===== src/rtl/ismf_pkg.sv =====
package ismf_pkg;

    // Lifecycle of one table slot.
    typedef enum logic [1:0] {
        SLOT_EMPTY = 2'd0,   // unused
        SLOT_ARMED = 2'd1,   // flagged block, waiting for a miss probe
        SLOT_HELD  = 2'd2    // fetch cancelled, waiting for write permission
    } slot_state_e;

    localparam int unsigned DEF_ADDR_W      = 40;
    localparam int unsigned DEF_BLOCK_BYTES = 64;
    localparam int unsigned DEF_ENTRIES     = 16;
    localparam int unsigned DEF_QID_W       = 6;

    function automatic bit is_live(slot_state_e s);
        return s != SLOT_EMPTY;
    endfunction

endpackage


===== src/rtl/ismf_cam.sv =====
module ismf_cam #(
    parameter int unsigned N = 16,
    parameter int unsigned W = 34
) (
    input  logic [N-1:0][W-1:0] keys,
    input  logic [N-1:0]        live,
    input  logic [W-1:0]        key,
    output logic [N-1:0]        hit
);
    for (genvar g = 0; g < N; g++) begin : g_cmp
        assign hit[g] = live[g] && (keys[g] == key);
    end
endmodule


===== src/rtl/ismf_enc.sv =====
module ismf_enc #(
    parameter int unsigned N  = 16,
    parameter int unsigned IW = 4
) (
    input  logic [N-1:0]  onehot,
    output logic [IW-1:0] idx
);
    always_comb begin
        idx = '0;
        for (int i = 0; i < N; i++) begin
            if (onehot[i]) idx = idx | IW'(i);
        end
    end
endmodule


===== src/rtl/ismf_victim.sv =====
module ismf_victim #(
    parameter int unsigned N  = 16,
    parameter int unsigned IW = 4
) (
    input  logic [N-1:0]         empty,
    input  logic [N-1:0]         cand,
    input  logic [N-1:0][IW-1:0] rank,
    output logic [IW-1:0]        idx,
    output logic                 ok,
    output logic                 replace
);
    logic          have_empty;
    logic [IW-1:0] best;

    always_comb begin
        idx        = '0;
        have_empty = 1'b0;
        ok         = 1'b0;
        replace    = 1'b0;
        best       = '0;
        // lowest free slot first
        for (int i = N - 1; i >= 0; i--) begin
            if (empty[i]) begin
                idx        = IW'(i);
                have_empty = 1'b1;
            end
        end
        if (have_empty) begin
            ok = 1'b1;
        end else begin
            // otherwise the armed slot with the highest rank (oldest)
            for (int i = 0; i < N; i++) begin
                if (cand[i] && (!ok || rank[i] > best)) begin
                    idx  = IW'(i);
                    best = rank[i];
                    ok   = 1'b1;
                end
            end
            replace = ok;
        end
    end
endmodule


===== src/rtl/init_miss_filter.sv =====
module init_miss_filter
    import ismf_pkg::*;
#(
    parameter int unsigned ADDR_W      = DEF_ADDR_W,
    parameter int unsigned BLOCK_BYTES = DEF_BLOCK_BYTES,
    parameter int unsigned ENTRIES     = DEF_ENTRIES,
    parameter int unsigned QID_W       = DEF_QID_W
) (
    input  logic              clk,
    input  logic              rst,
    input  logic              ins_valid,
    input  logic [ADDR_W-1:0] ins_addr,
    input  logic              probe_valid,
    input  logic [ADDR_W-1:0] probe_addr,
    input  logic [QID_W-1:0]  probe_qid,
    input  logic              grant_valid,
    input  logic [ADDR_W-1:0] grant_addr,
    output logic              cancel_valid,
    output logic [QID_W-1:0]  cancel_qid,
    output logic              install_valid,
    output logic [ADDR_W-1:0] install_addr
);
    localparam int unsigned OFF_W  = $clog2(BLOCK_BYTES);
    localparam int unsigned BLK_W  = ADDR_W - OFF_W;
    localparam int unsigned IDX_W  = (ENTRIES > 1) ? $clog2(ENTRIES) : 1;
    localparam int unsigned RANK_W = IDX_W;

    typedef struct packed {
        slot_state_e       st;
        logic [BLK_W-1:0]  blk;
        logic [RANK_W-1:0] rank;   // 0 = newest live slot
    } slot_t;

    slot_t tab_q [ENTRIES];
    slot_t tab_d [ENTRIES];

    logic [BLK_W-1:0] ins_blk, probe_blk, grant_blk;
    assign ins_blk   = ins_addr[ADDR_W-1:OFF_W];
    assign probe_blk = probe_addr[ADDR_W-1:OFF_W];
    assign grant_blk = grant_addr[ADDR_W-1:OFF_W];

    logic unused_low;
    assign unused_low = ^{ins_addr[OFF_W-1:0], probe_addr[OFF_W-1:0], grant_addr[OFF_W-1:0]};

    logic [ENTRIES-1:0][BLK_W-1:0]  keys;
    logic [ENTRIES-1:0][RANK_W-1:0] ranks;
    logic [ENTRIES-1:0] live_any, live_armed, live_held, empty_v, cand_v;

    for (genvar g = 0; g < ENTRIES; g++) begin : g_view
        assign keys[g]       = tab_q[g].blk;
        assign ranks[g]      = tab_q[g].rank;
        assign live_any[g]   = is_live(tab_q[g].st);
        assign live_armed[g] = tab_q[g].st == SLOT_ARMED;
        assign live_held[g]  = tab_q[g].st == SLOT_HELD;
        assign empty_v[g]    = tab_q[g].st == SLOT_EMPTY;
    end

    logic [ENTRIES-1:0] ins_hit, probe_hit, grant_hit;

    ismf_cam #(.N(ENTRIES), .W(BLK_W)) u_cam_ins (
        .keys(keys), .live(live_any), .key(ins_blk), .hit(ins_hit));
    ismf_cam #(.N(ENTRIES), .W(BLK_W)) u_cam_probe (
        .keys(keys), .live(live_armed), .key(probe_blk), .hit(probe_hit));
    ismf_cam #(.N(ENTRIES), .W(BLK_W)) u_cam_grant (
        .keys(keys), .live(live_held), .key(grant_blk), .hit(grant_hit));

    logic [IDX_W-1:0] probe_idx, grant_idx, vic_idx;
    logic             vic_ok, vic_replace;

    ismf_enc #(.N(ENTRIES), .IW(IDX_W)) u_enc_probe (.onehot(probe_hit), .idx(probe_idx));
    ismf_enc #(.N(ENTRIES), .IW(IDX_W)) u_enc_grant (.onehot(grant_hit), .idx(grant_idx));

    // a slot being probed this cycle is not a replacement candidate
    assign cand_v = live_armed & ~(probe_valid ? probe_hit : '0);

    ismf_victim #(.N(ENTRIES), .IW(IDX_W)) u_victim (
        .empty(empty_v), .cand(cand_v), .rank(ranks),
        .idx(vic_idx), .ok(vic_ok), .replace(vic_replace));

    logic probe_fire, grant_fire, ins_fire, ovw_fire;
    logic [RANK_W-1:0] grant_rank, vic_rank;

    assign probe_fire = probe_valid && (|probe_hit);
    assign grant_fire = grant_valid && (|grant_hit);
    assign ins_fire   = ins_valid && !(|ins_hit) && vic_ok;
    assign ovw_fire   = ins_fire && vic_replace;
    assign grant_rank = tab_q[grant_idx].rank;
    assign vic_rank   = tab_q[vic_idx].rank;

    always_comb begin
        for (int i = 0; i < ENTRIES; i++) begin
            logic [1:0] dec;
            tab_d[i] = tab_q[i];
            dec = 2'd0;
            if (is_live(tab_q[i].st)) begin
                if (grant_fire && tab_q[i].rank > grant_rank) dec = dec + 2'd1;
                if (ovw_fire && tab_q[i].rank > vic_rank)     dec = dec + 2'd1;
                tab_d[i].rank = tab_q[i].rank + RANK_W'(ins_fire) - RANK_W'(dec);
            end
            if (probe_fire && probe_idx == IDX_W'(i)) begin
                tab_d[i].st = SLOT_HELD;
            end
            if (grant_fire && grant_idx == IDX_W'(i)) begin
                tab_d[i].st   = SLOT_EMPTY;
                tab_d[i].rank = '0;
            end
            if (ins_fire && vic_idx == IDX_W'(i)) begin
                tab_d[i].st   = SLOT_ARMED;
                tab_d[i].blk  = ins_blk;
                tab_d[i].rank = '0;
            end
        end
    end

    always_ff @(posedge clk) begin
        if (rst) begin
            for (int i = 0; i < ENTRIES; i++) begin
                tab_q[i].st   <= SLOT_EMPTY;
                tab_q[i].blk  <= '0;
                tab_q[i].rank <= '0;
            end
            cancel_valid  <= 1'b0;
            cancel_qid    <= '0;
            install_valid <= 1'b0;
            install_addr  <= '0;
        end else begin
            for (int i = 0; i < ENTRIES; i++) begin
                tab_q[i] <= tab_d[i];
            end
            cancel_valid  <= probe_fire;
            cancel_qid    <= probe_qid;
            install_valid <= grant_fire;
            install_addr  <= {grant_blk, {OFF_W{1'b0}}};
        end
    end
endmodule


===== config.mk =====
export PLATFORM = sky130hd
export DESIGN_NAME = init_miss_filter
export DESIGN_NICKNAME = d
export VERILOG_FILES = /design/src/rtl/ismf_pkg.sv /design/src/rtl/ismf_cam.sv /design/src/rtl/ismf_enc.sv /design/src/rtl/ismf_victim.sv /design/src/rtl/init_miss_filter.sv
export SDC_FILE = /design/constraint.sdc
export NUM_CORES = 2
export LEC_CHECK = 0
export BUFFER_PORTS_ARGS = -buffer_cell sky130_fd_sc_hd__buf_2
export CORE_MARGIN = 2
export CORE_UTILIZATION = 60
export DETAILED_ROUTE_END_ITERATION = 8
export HOLD_SLACK_MARGIN = 0.03
export PLACE_DENSITY = 0.77
export SKIP_CTS_REPAIR_TIMING = 1
export SLEW_MARGIN = 20
export SYNTH_ARGS = -nofsm -noshare
export SYNTH_HDL_FRONTEND = slang
export SYNTH_SLANG_ARGS = --single-unit

===== constraint.sdc =====
create_clock -name clk -period 52.8 [get_ports clk]
set_input_delay 5.28 -clock clk [delete_from_list [all_inputs] [get_ports clk]]
set_output_delay 5.28 -clock clk [all_outputs]
set_load 0.01 [all_outputs]

## Word-level counts from Yosys, hierarchy flattened

Memories as Yosys holds them, arrays and structs flattened.
Index checks and enable logic that the tools add are counted.

- Magnitude comparators: 47
- Multiply operators: 0
- Muxes and demuxes: 306
- Div/mod/pow operators: 0
- Equal/unequal tests: 125
- Reduce and logical (&&, ||, !) cells: 217
- Add/sub/neg operators: 48
- Shifts and indexed selects: 0
- Bitwise logic cells: 18

Operator list:

| cell | count |
|---|---|
| $eq A34 B34 Y1 | 48 |
| $mux W40 | 32 |
| $mux W4 | 111 |
| $gt A4 B4 Y1 | 47 |
| $mux W2 | 84 |
| $logic_and A1 B1 Y1 | 148 |
| $eq A4 B4 Y1 const B | 24 |
| $mux W1 | 70 |
| $add A4 B1 Y4 | 16 |
| $sub A4 B2 Y4 | 16 |
| $eq A4 B3 Y1 const B | 12 |
| $reduce_or A16 Y1 | 3 |
| $add A2 B1 Y2 const B | 16 |
| $eq A2 B1 Y1 const B | 16 |
| $eq A2 B2 Y1 const B | 16 |
| $logic_not A2 Y1 | 16 |
| $reduce_bool A2 Y1 | 16 |
| $eq A4 B2 Y1 const B | 6 |
| $mux W3 | 8 |
| $and A16 B16 Y16 | 1 |
| $logic_not A1 Y1 | 16 |
| $mux W16 | 1 |
| $not A16 Y16 | 1 |
| $or A1 B1 Y1 | 16 |
| 3 further kinds | 21 |

- Memory bits (read-only): 0
- Flip-flop bits (word level): 48
- Input port bits: 131
- Output and inout port bits: 48
- Latch bits: 0
- Memory bits (writable): 640
- Memories: 1
- Logic and storage cells: 767

Memories:

| memory | words | bits a word | read ports | clocked after Yosys merged registers in | wr ports | line | source |
|---|---|---|---|---|---|---|---|
| tab_q | 16 | 40 | 18 | 0 | 16 | init_miss_filter.sv:34 | `slot_t tab_q [ENTRIES];` |

## Depth between registers and ports, before layout

An unclocked memory read counts as a cell.

- Word-level depth: 104
- Mapped depth: 178
- Mapped depth without buffers: 169

## Modules after synthesis

From an unflattened synthesis, not the netlist that was laid out.

- Cells, all modules: 5,915
- Area, all modules: 54,802.6 um^2

Modules (own cells, without submodules):

| module | times used | area an instance (um^2) | cells an instance |
|---|---|---|---|
| init_miss_filter | 1 | 31,452.7 | 2,975 |
| ismf_cam | 3 | 6,580.1 | 809 |
| ismf_victim | 1 | 3,479.6 | 491 |
| ismf_enc | 2 | 65.1 | 11 |

## Worst setup path before layout

OpenSTA, ideal clock, no wires.

- Path kind: input -> register
- From: input probe_addr[14]
- To: memory tab_q[0][2] (netlist name) (data pin)
- Slack: 19.588 ns
- Path buffers: 10
- Library setup time: 0.255 ns
- Data required time: 52.545 ns
- Cell stages on the path: 165
- Arrival: 32.957 ns
- Cell sequence: buf_2 > xor2_1 > a221o_1 > nor3_1 > and4_1 > a21oi_1 > nand2_1 > ha_1 > nor2b_1 > o21ai_0 > nand2_1 > o211ai_1 > a211oi_1 > nor2b_1 > buf_2 > a22o_1 > inv_1 > ha_1 > [129 not listed] > buf_2 > mux2i_1 > a32oi_1 > nand4_1 > ha_1 > nor2b_1 > o21ai_0 > nand2b_1 > a21oi_1 > a41o_1 > nor2_1 > ha_1 > ha_1 > inv_1 > ha_1 > fa_1 > xor2_1 > and2_1

RTL lines:

| what | line | source |
|---|---|---|
| start, declared | init_miss_filter.sv:14 | `input logic [ADDR_W-1:0] probe_addr,` |
| end, declared | init_miss_filter.sv:34 |  |

==> run_results.csv <==
group,metric,value,unit
clock_tree,clock-root-buffer,"clkbuf_16",
yosys,synth_area,54800,sq um
placement,hpwl,152000,microns
layout,layout.cells.non_filler,7102,
die,rows,110,
clock_tree,cts.clk_slew.worst_paths,60,ps
layout,fill_cells,7505,
job,timing.max_cap.violations,0,
setup_path,startpoint_type,"primary input",
clock_tree,cts.sinks,682,
clock_tree,clock_path_buffers,3,
timing,fin_crit_sh,0.754,
pwr,clkPwrFrac,0.308,
yosys,yosysSeqAreaShare,0.308,
setup_path,critPathMaxFanout,17,
global_route,grt_pass1_vias,45400,
pwr,power_frac_seq,0.345,
pwr,netSwitchingFraction,0.372,
global_route,antenna_found_initial,13,
yosys,postSynthAreaPerCell,9.31,sq um
global_route,grt_max_degree,102,
routing,vias,49100,
global_route,overflow,0,
pwr,power,1.86,mW
setup_path,crit_top_cell,"a21oi_1",
timing,rsz0062_at_grt,"false",
pwr,power_leakage,24.5,nW
outcome,status,"complete, no violations",
pwr,peakVddDrop,25.7,uV
yosys,synth-edff-count,322,
timing,setup_viol,0,
timing,clock.fmax,25.1,MHz
timing,relSlewSlack,0.167,
pwr,p_per_area,31.6,nW/um^2
pwr,p_sw,690,uW
timing,tightest_slew,1250,ps
yosys,synthArstFlopShare,0,
setup_path,cp_slowest_stage_delay,990,ps
yosys,netlist_instances,5881,
routing,drc,0,
timing,fin_crit,39790,ps
die,die-width,306,microns
global_route,grt_usage,0.496,
layout,final_layout_size_suffix_gt1_frac,0.0889,
timing,skew,38.0,ps
timing,hold_violations,0,
setup_path,cp_slowest_cell,"and4_1",
routing,drtIter0Drc,8104,
die,core_area,90300,sq um
placement,placedCellCount,6949,
yosys,synth_flop_cell,"dfxtp_1",
yosys,ys.warnings.count,0,
clock_tree,cts_tree,"done",
routing,ant_nets,0,
routing,via_per_inst,6.92,
pwr,power_frac_comb,0.347,
die,start_util,0.606,
pwr,p_int,1.17,mW
setup_path,arrival,40200,ps
timing,setup-tns-final,0,ps
setup_path,critPathCaptureType,"flop",
worst_hold_path,hp-class,"reg -> reg",
setup_path,reg2reg_depth,159,
die,dieArea,93700,sq um
routing,wl_per_cell,33.6,microns
layout,synthToLayoutAreaGrowth,7.34,%
routing,wl_met3,41300,microns
routing,drt-met1-wl,80900,microns
routing,first_pass_iters,9,
placement,gp_congestion,1.05,
timing,slew_violations,0,
clock_tree,cts-htree-levels,3,
routing,wirelength,239000,microns
routing,highest_layer,"met5",
placement,io_buffers,154,
die,die_h,306,microns
global_route,grt_pass1_wl,331000,microns
setup_path,path_class,"in -> reg",
setup_path,worstPathRequired,53210,ps
clock_tree,clk_latency,690,ps
die,pin_count,179,
yosys,yosysUniqueCellTypes,107,
yosys,ys_ff_latch,682,
layout,fin_nets,6279,
routing,wl_met2,91500,microns
clock_tree,numCtsBuffers,80,
worst_hold_path,hold_depth,2,
## cell usage in the layout (no fill, tap or decap), drive strengths merged, types with 12 or more instances in the layout
| cell | Yosys | routed |
|---|---|---|
| a211o | 12 | 12 |
| a211oi | 25 | 25 |
| a21o | 24 | 24 |
| a21oi | 145 | 145 |
| a31oi | 12 | 12 |
| a32oi | 14 | 14 |
| a41o | 42 | 42 |
| and2 | 310 | 310 |
| and3 | 16 | 16 |
| buf | 188 | 296 |
| clkbuf | 221 | 112 |
| clkinv | 1 | 23 |
| dfxtp | 360 | 360 |
| edfxtp | 322 | 322 |
| fa | 16 | 16 |
| ha | 277 | 277 |
| inv | 153 | 157 |
| mux2 | 18 | 18 |
| mux2i | 305 | 305 |
| nand2 | 188 | 188 |
| nand2b | 71 | 71 |
| nand3 | 55 | 55 |
| nand4 | 204 | 204 |
| nor2 | 470 | 470 |
| nor2b | 107 | 107 |
| nor3 | 51 | 51 |
| nor4 | 294 | 294 |
| o21ai | 108 | 108 |
| o31ai | 14 | 14 |
| or2 | 13 | 13 |
| xnor2 | 627 | 627 |
| xor2 | 1029 | 1029 |
## kinds of logic (layout without fill, tap and decap cells)
logic type | Yosys count | after routing | share of synthesized area
DFF | 682 | 682 | 0.308
AOI/OAI and AO/OA | 526 | 526 | 0.0675
xor gates and xnor gates | 1656 | 1656 | 0.265
other | 1 | 14 | 0.0000685
and+or+nand+nor | 1836 | 1836 | 0.183
muxes | 323 | 323 | 0.0595
adders and majority gates | 294 | 294 | 0.0693
buffers and inverters | 563 | 595 | 0.0479
## per-layer routing
layer,up-vias,global-route usage
met5,-,0.00362
met4,12,0.389
met3,1524,0.220
met2,4245,0.686
met1,23100,0.597
li1,20300,-
## synth_stat cells (24+ instances only)
cell type / number / share of area
xnor2_1: 627 / 0.10
nor2b_1: 107 / 0.012
dfxtp_1: 360 / 0.13
a21oi_1: 137 / 0.013
ha_1: 277 / 0.063
nand3_1: 55 / 0.0050
nor4_1: 281 / 0.032
clkbuf_1: 221 / 0.015
edfxtp_1: 322 / 0.18
a21o_1: 24 / 0.0033
o21ai_0: 105 / 0.0096
nor2_1: 462 / 0.032
and2_1: 309 / 0.035
nand2_1: 187 / 0.013
mux2i_1: 305 / 0.056
xor2_1: 1029 / 0.16
nor3_1: 50 / 0.0046
buf_2: 113 / 0.010
buf_4: 34 / 0.0047
a41o_1: 42 / 0.0077
nand2b_1: 69 / 0.0079
nand4_1: 204 / 0.023
inv_1: 152 / 0.010
## through the flow
| stage | utilization | hold WS [ps] | setup slack (ps) | cell area [sq um] |
|---|---|---|---|---|
| final | 0.651 | 505 | 13010 | 58800 |
| after global routing | 0.651 | 522 | 10850 | 58800 |
| after CTS | 0.650 | 500 | 13960 | 58700 |
| after detailed placement | 0.622 | 493 | 13370 | 56100 |
| after global placement | 0.621 | 488 | 13770 | 56100 |
| after floorplan | - | 444 | 19590 | 54800 |
## power by group through the flow
stage | Sequential (mW) | Combinational (mW) | Clock (mW)
floorplan | 0.631 | 0.439 | 0
global placement | 0.648 | 0.597 | 0
detailed placement | 0.649 | 0.616 | 0
CTS | 0.638 | 0.619 | 0.568
global route | 0.642 | 0.692 | 0.589
finish | 0.640 | 0.644 | 0.571
## critical path: cells and delay by family
family	cells	cell delay (ps)
xor+xnor	1	130
mux	5	1990
compound gates	79	16740
buf+inv	11	1840
fa+ha+maj	21	6310
simple gates	44	7830
## registers in the layout, indices dropped and copies added (netlist names)
register / cells
tab_q: 640
install_addr: 34
cancel_qid: 6
cancel_valid: 1
install_valid: 1
## path summary, 6_finish.rpt
path	startpoint	endpoint	slack [ps]
setup reg to reg	tab_q[0][29]	tab_q[3][2]	17830
setup / recovery	probe_addr[23]	tab_q[3][2]	13010
hold / removal	tab_q[15][0]	tab_q[15][0]	500
hold reg to reg	tab_q[15][0]	tab_q[15][0]	500
## final cells by class
| type | count | area (sq um) | share of cell area |
|---|---|---|---|
| multi-input cells | 4641 | 35400 | 0.602 |
| flip-flops and latches | 682 | 16900 | 0.287 |
| clock buffers | 112 | 2320 | 0.0394 |
| repair buffers | 296 | 1850 | 0.0314 |
| well taps | 1176 | 1470 | 0.0250 |
| inverters | 154 | 578 | 0.00984 |
| clock inverters | 33 | 298 | 0.00507 |
| diodes | 8 | 20.0 | 0.000341 |
Note: power is estimated with default switching activity, not from simulation.
